==> src/rtl/ssr_pkg.sv <==
package ssr_pkg;
    localparam int STAT_W  = 8;
    localparam int B_OVR   = 7;
    localparam int B_FRM   = 6;
    localparam int B_PAR   = 5;
    localparam int B_ADR   = 4;
    localparam int B_BRK   = 3;
    localparam int B_RXD   = 2;
    localparam int B_TXB   = 1;
    localparam int B_TXS   = 0;

    typedef struct packed {
        logic unread;
    } trk_state_t;
endpackage

==> src/rtl/ssr_overrun_track.sv <==
module ssr_overrun_track (
    input  logic clk,
    input  logic rst_n,
    input  logic load,
    input  logic read,
    output logic overrun
);
    import ssr_pkg::*;

    trk_state_t st_d, st_q;

    always_comb begin
        st_d = st_q;
        // a read in the same cycle is treated as having come first
        overrun = load && st_q.unread && !read;
        if (load)
            st_d.unread = 1'b1;
        else if (read)
            st_d.unread = 1'b0;
    end

    always_ff @(posedge clk or negedge rst_n) begin
        if (!rst_n) st_q <= '0;
        else        st_q <= st_d;
    end

    // a load on top of an unread character must flag overrun
    a_r7_overrun_flagged: assert property (@(posedge clk) disable iff (!rst_n)
        (load && st_q.unread && !read) |-> overrun);

    // overrun only accompanies a load
    a_r8_overrun_needs_load: assert property (@(posedge clk) disable iff (!rst_n)
        overrun |-> load);

    // a read without a load leaves the buffer consumed
    a_r8_read_consumes: assert property (@(posedge clk) disable iff (!rst_n)
        (read && !load) |=> !st_q.unread);
endmodule

==> src/rtl/ssr_flag_bank.sv <==
module ssr_flag_bank #(
    parameter int W = 8
) (
    input  logic         clk,
    input  logic         rst_n,
    input  logic [W-1:0] set,
    input  logic         wr_en,
    input  logic [W-1:0] wr_keep,
    output logic [W-1:0] flags
);
    logic [W-1:0] flags_d, flags_q;

    always_comb begin
        flags_d = flags_q;
        for (int i = 0; i < W; i++) begin
            if (wr_en && !wr_keep[i])
                flags_d[i] = 1'b0;
            // hardware set has priority over a clearing write
            if (set[i])
                flags_d[i] = 1'b1;
        end
    end

    always_ff @(posedge clk or negedge rst_n) begin
        if (!rst_n) flags_q <= '0;
        else        flags_q <= flags_d;
    end

    assign flags = flags_q;

    for (genvar g = 0; g < W; g++) begin : g_chk
        // set beats clear
        a_r6_set_wins: assert property (@(posedge clk) disable iff (!rst_n)
            set[g] |=> flags_q[g]);
        // write of 0 clears
        a_r4_zero_clears: assert property (@(posedge clk) disable iff (!rst_n)
            (wr_en && !wr_keep[g] && !set[g]) |=> !flags_q[g]);
        // pending flag survives when not cleared
        a_r3_sticky: assert property (@(posedge clk) disable iff (!rst_n)
            (flags_q[g] && !(wr_en && !wr_keep[g])) |=> flags_q[g]);
        // software never sets
        a_r5_no_sw_set: assert property (@(posedge clk) disable iff (!rst_n)
            (!flags_q[g] && !set[g]) |=> !flags_q[g]);
    end
endmodule

==> src/rtl/ssr_irq_gate.sv <==
module ssr_irq_gate #(
    parameter int W = 8
) (
    input  logic [W-1:0] flags,
    input  logic [W-1:0] mask,
    input  logic [W-1:0] force_en,
    output logic         irq
);
    logic [W-1:0] hit;

    always_comb begin
        for (int i = 0; i < W; i++)
            hit[i] = flags[i] && (mask[i] || force_en[i]);
        irq = |hit;
    end
endmodule

==> src/rtl/sci_status_reg.sv <==
module sci_status_reg (
    input  logic       clk,
    input  logic       rst_n,
    input  logic       addr_mode,
    input  logic       ev_rx_load,
    input  logic       ev_parity_err,
    input  logic       ev_stop_missing,
    input  logic       ev_break,
    input  logic       ev_addr_ack,
    input  logic       ev_tx_buf_empty,
    input  logic       ev_tx_shift_done,
    input  logic       rx_buf_read,
    input  logic       wr_en,
    input  logic [7:0] wr_data,
    input  logic [7:0] irq_mask,
    output logic [7:0] status,
    output logic       irq
);
    import ssr_pkg::*;

    logic              load_eff;
    logic              ovr_hit;
    logic [STAT_W-1:0] set_vec;
    logic [STAT_W-1:0] force_vec;

    always_comb begin
        // in address mode a bad-stop frame is still delivered
        load_eff = ev_rx_load || (addr_mode && ev_stop_missing);
        set_vec         = '0;
        set_vec[B_OVR]  = ovr_hit;
        set_vec[B_FRM]  = ev_stop_missing;
        set_vec[B_PAR]  = ev_parity_err;
        set_vec[B_ADR]  = ev_addr_ack;
        set_vec[B_BRK]  = ev_break;
        set_vec[B_RXD]  = load_eff;
        set_vec[B_TXB]  = ev_tx_buf_empty;
        set_vec[B_TXS]  = ev_tx_shift_done;
        force_vec        = '0;
        force_vec[B_FRM] = addr_mode;
    end

    ssr_overrun_track u_trk (
        .clk     (clk),
        .rst_n   (rst_n),
        .load    (load_eff),
        .read    (rx_buf_read),
        .overrun (ovr_hit)
    );

    ssr_flag_bank #(.W(STAT_W)) u_bank (
        .clk     (clk),
        .rst_n   (rst_n),
        .set     (set_vec),
        .wr_en   (wr_en),
        .wr_keep (wr_data),
        .flags   (status)
    );

    ssr_irq_gate #(.W(STAT_W)) u_gate (
        .flags    (status),
        .mask     (irq_mask),
        .force_en (force_vec),
        .irq      (irq)
    );

    // address-mode framing error delivers the character
    a_r9_addr_frame_loads: assert property (@(posedge clk) disable iff (!rst_n)
        (addr_mode && ev_stop_missing) |=> (status[B_RXD] && status[B_FRM]));
    // nothing pending means no request
    a_r10_quiet: assert property (@(posedge clk) disable iff (!rst_n)
        (status == '0) |-> !irq);
    // framing error in address mode is not maskable
    a_r11_addr_fe_irq: assert property (@(posedge clk) disable iff (!rst_n)
        (addr_mode && status[B_FRM]) |-> irq);
endmodule

==> config.mk <==
export PLATFORM = sky130hd
export DESIGN_NAME = sci_status_reg
export DESIGN_NICKNAME = d
export VERILOG_FILES = /design/src/rtl/ssr_pkg.sv /design/src/rtl/ssr_overrun_track.sv /design/src/rtl/ssr_flag_bank.sv /design/src/rtl/ssr_irq_gate.sv /design/src/rtl/sci_status_reg.sv
export SDC_FILE = /design/constraint.sdc
export NUM_CORES = 1
export LEC_CHECK = 0
export BUFFER_PORTS_ARGS = -buffer_cell sky130_fd_sc_hd__buf_2
export CAP_MARGIN = 20
export CORE_AREA = 2 2 39 41
export CTS_BUF_LIST = sky130_fd_sc_hd__clkbuf_4 sky130_fd_sc_hd__clkbuf_8
export DETAILED_ROUTE_END_ITERATION = 7
export DIE_AREA = 0 0 41 43
export HOLD_SLACK_MARGIN = 0.08
export PLACE_DENSITY = 0.65
export SLEW_MARGIN = 20
export SYNTH_ARGS = -nofsm -noshare
export SYNTH_HDL_FRONTEND = slang
export SYNTH_SLANG_ARGS = --single-unit
==> constraint.sdc <==
create_clock -name clk -period 1.05 [get_ports clk]
set_input_delay 0.105 -clock clk [delete_from_list [all_inputs] [get_ports clk]]
set_output_delay 0.105 -clock clk [all_outputs]
set_load 0.05 [all_outputs]
==> summary.md <==
| Metric | Value |
|---|---|
| Status | `finished, violations left` |
| Failing checks | `setup timing` |
| Final number of max-transition violations | `0` |
| Post-Place Worst Slack | `-0.205 ns` |
| Dominant cells by area after synthesis | `dfrtp_1 60%, o21ai_0 13%, nand2b_1 12%, a221oi_2 4.0%, a222oi_1 2.7%` |
| Total CTS buffers | `3` |
| Clock sinks | `9` |
| RD Place Congestion | `0.631` |
| Post-synth top area cell | `dfrtp_1` |
| Seq cells post-synth | `9` |
| Fraction of registers with async set or reset after synthesis | `between 90% and 100%` |
| Mapped cell area | `roughly 370 sq um` |
| Setup-failing EPs final | `2` |
| Ys flop type | `dfrtp_1` |
| FF-to-FF setup slack | `0.16 ns` |
| Routed vias/inst | `between 4 and 5` |
| Nets | `~120` |
| Power Density | `about 1100 nW/um^2` |
| Post-synth EDFFs | `0` |
| Worst Skew | `between 0.001 and 0.0015 ns` |
| Row Count | `14` |
| WP buf/inv | `2` |
| Peak supply drop | `0.527 mV` |
| Simple-Gate Fraction of Synth Area | `between 10% and 20%` |
| Largest family of logic cells by synthesized area | `compound AO/OA/AOI/OAI gates` |
| Worst Hold Endpoint | `u_bank.flags[5]` |
| Synth Area in Adders | `0%` |
| Multiplexer share of the synthesized area | `0%` |
| Int Power | `0.708 mW` |
| Maximum buffer depth of the clock tree | `2` |
| Final ANT Viol Nets | `0` |
| CP startpoint kind | `flop` |
| Drt wl/cell | `around 12 um` |
| Htree depth | `1` |
| Synth Area in XOR/XNOR | `0%` |
| TritonCTS clock tree | `built` |
| TNS Setup | `-0.534 ns` |
| IO Port Bufs | `36` |
| Fin worst setup slack | `-0.447 ns` |
| Syn Inst Count | `34` |
| Register area share after synthesis | `between 60% and 70%` |
| Via Count | `~500` |
| Congestion Overflow GR | `0` |
| Critical Path Sink Type | `output port` |
| Avg Inst Size Synth | `11.0 sq um` |
| Skew-Pair Late Insertion Delay | `between 0.2 and 0.3 ns` |
| Reg-to-Reg End | `u_bank.flags[4]` |
| Core ar. | `1380 sq um` |
| Synth top area share | `between 60% and 70%` |
| Boundary Pins | `37` |
| Clock-pin transition on the worst setup and hold timing paths | `about 0.06 ns` |
| Syn Nets | `62` |
| Vias in the first global route | `454` |
| Synthesis-to-finish area growth | `134%` |
| Max capacitance violation total | `0` |
| Die Ht | `approximately 43 um` |
| Final worst path period need | `roughly 1.5 ns` |
| Initial core utilization | `a little over a quarter` |
| Post-layout util | `63.4%` |
| Max Clock Freq | `668 MHz` |
| First-pass GRT wire length | `1.67 mm` |
| Total Routed Length | `1.30 mm` |
| Drt first pass iters | `4` |
| RSZ-0062 raised after global routing | `true` |
| HP Start | `wr_data[5]` |
| Crit path max fanout | `2` |
| Setup CP Type | `flop to output port` |
| Number of fill cells | `roughly 110` |
| Worst path top cell family by delay | `flip-flops` |
| Die ar. | `roughly 1800 sq um` |
| Worst-Margin Slew | `0.317 ns` |
| Die W | `just over 40 um` |
| Hold depth | `3` |
| Seq pwr share | `38.8%` |
| CP Cell Sequence | `a222oi_1 > buf_4 > nand3_4 > buf_6` |
| Leak | `~0.41 nW` |
| CP max-delay cell | `dfrtp_2` |
| Fraction of power spent switching nets | `around 30%` |
| R2R depth | `4` |
| # diodes | `0` |
| Overall routing resource usage | `14.0%` |
| Fin. Hold Viols | `0` |
| Data required, critical path | `0.94 ns` |
| Post-synth top cells | `10 x o21ai_0, 9 x dfrtp_1, 7 x nand2b_1` |
| Crit path DAT | `1.39 ns` |
| Relative slew slack | `between 70% and 80%` |
| Largest net degree at the start of global routing | `10` |
| Distinct cell type count after synthesis | `10` |
| Clk pwr share | `28.7%` |
| Iter 0 DRT Violations | `16` |
| Layout cell share with drive strength beyond 1 | `between 50% and 60%` |
| Root Driver | `clkbuf_4` |
| Net switching power | `about 0.30 mW` |
| DRC Markers | `0` |
| Crit share post-route | `143%` |
| Hold WC Path Type | `primary input to flop` |
| Synth Area in Compound Gates | `roughly a quarter` |
| Logic pwr share | `roughly 33%` |
| Initial antenna violation count | `0` |
| Yosys warning total | `0` |
| Most frequent cell after synthesis | `o21ai_0` |
| Crit path largest cell delay | `roughly 0.41 ns` |
| R2r startpoint | `u_bank.flags[4]` |
==> power by group through the flow <==
stage / clock [mW] / sequential [mW] / combinational, mW
4_1_cts: 0.295 / 0.389 / 0.298
3_3_place_gp: 0 / 0.394 / 0.243
6_report: 0.289 / 0.392 / 0.328
3_5_place_dp: 0 / 0.395 / 0.244
5_1_grt: 0.321 / 0.395 / 0.350
2_1_floorplan: 0 / 0.480 / 0.0499
==> metal layers <==
| layer | global-route usage [%] | vias up | part of all wire (%) |
|---|---|---|---|
| met1 | 12.7 | 227 | 37 |
| li1 | - | 243 | - |
| met5 | 0 | - | 0 |
| met2 | 25.9 | 30 | 55 |
| met3 | 4.19 | 2 | 8.3 |
| met4 | 6.00 | 0 | 0.23 |
==> cell families (layout without fill, tap and decap cells) <==
kind of cell           after synthesis  after routing
AOI/OAI and AO/OA                   14             14
buffers and inverters                1             60
DFF                                  9              9
and+or+nand+nor                     10             10
==> flip-flops by register name, summed over array words and instances, names as in the netlist <==
| signal | flops |
|---|---|
| u_trk.st_q | 1 |
| u_bank.flags | 8 |
==> final cells by class <==
cell class | instances | area [sq um] | area share [%]
Clock buffer | 4 | 30.0 | 3.42
Inverter | 1 | 3.75 | 0.428
Timing Repair Buffer | 55 | 430 | 49.1
Sequential cell | 9 | 231 | 26.4
Multi-Input combinational cell | 24 | 161 | 18.4
Tap cell | 16 | 20.0 | 2.28
==> layout by cell type, fill, tap and decap left out, drive strengths merged <==
cell type    count
dfrtp            9
buf             42
o21ai           10
a22o             1
nand2b           7
clkbuf           5
nand2            2
a221oi           1
a21oi            1
inv              1
dlygate4sd3     12
a222oi           1
nand3            1
==> how the worst max path moves through the flow <==
stage | slack [ns] | endpoint | depth (start not counted) | startpoint
after detailed placement | -0.20 | irq | 4 | u_bank.flags[0]
after global placement | -0.20 | irq | 4 | u_bank.flags[4]
after floorplan | -0.26 | irq | 2 | u_bank.flags[0]
after global routing | -0.52 | irq | 4 | u_bank.flags[0]
final | -0.45 | irq | 4 | u_bank.flags[0]
after CTS | -0.45 | irq | 4 | u_bank.flags[4]
==> through the flow <==
stage,area [sq um],std cells,power (mW),hold slack [ns]
5_1_grt,877,109,1.07,0.0917
4_1_cts,826,108,0.982,0.0837
6_report,877,109,1.01,0.0842
3_5_place_dp,638,92,0.640,-0.0353
3_3_place_gp,638,92,0.637,-0.0341
2_1_floorplan,393,34,0.529,-0.191
==> worst reg2reg max path: stages (launching register included) <==
cell,delay (ns)
dfrtp_2,0.40
buf_4,0.13
buf_6,0.11
o21ai_0,0.07
nand2b_1,0.07
==> timing repair <==
item	CTS	global route
buffers inserted	0	2
setup endpoints to repair	6	8
gates resized for setup	12	12
endpoints found under the hold margin	18	0
hold buffers	12	0
Power figures use the tool's default switching activity.
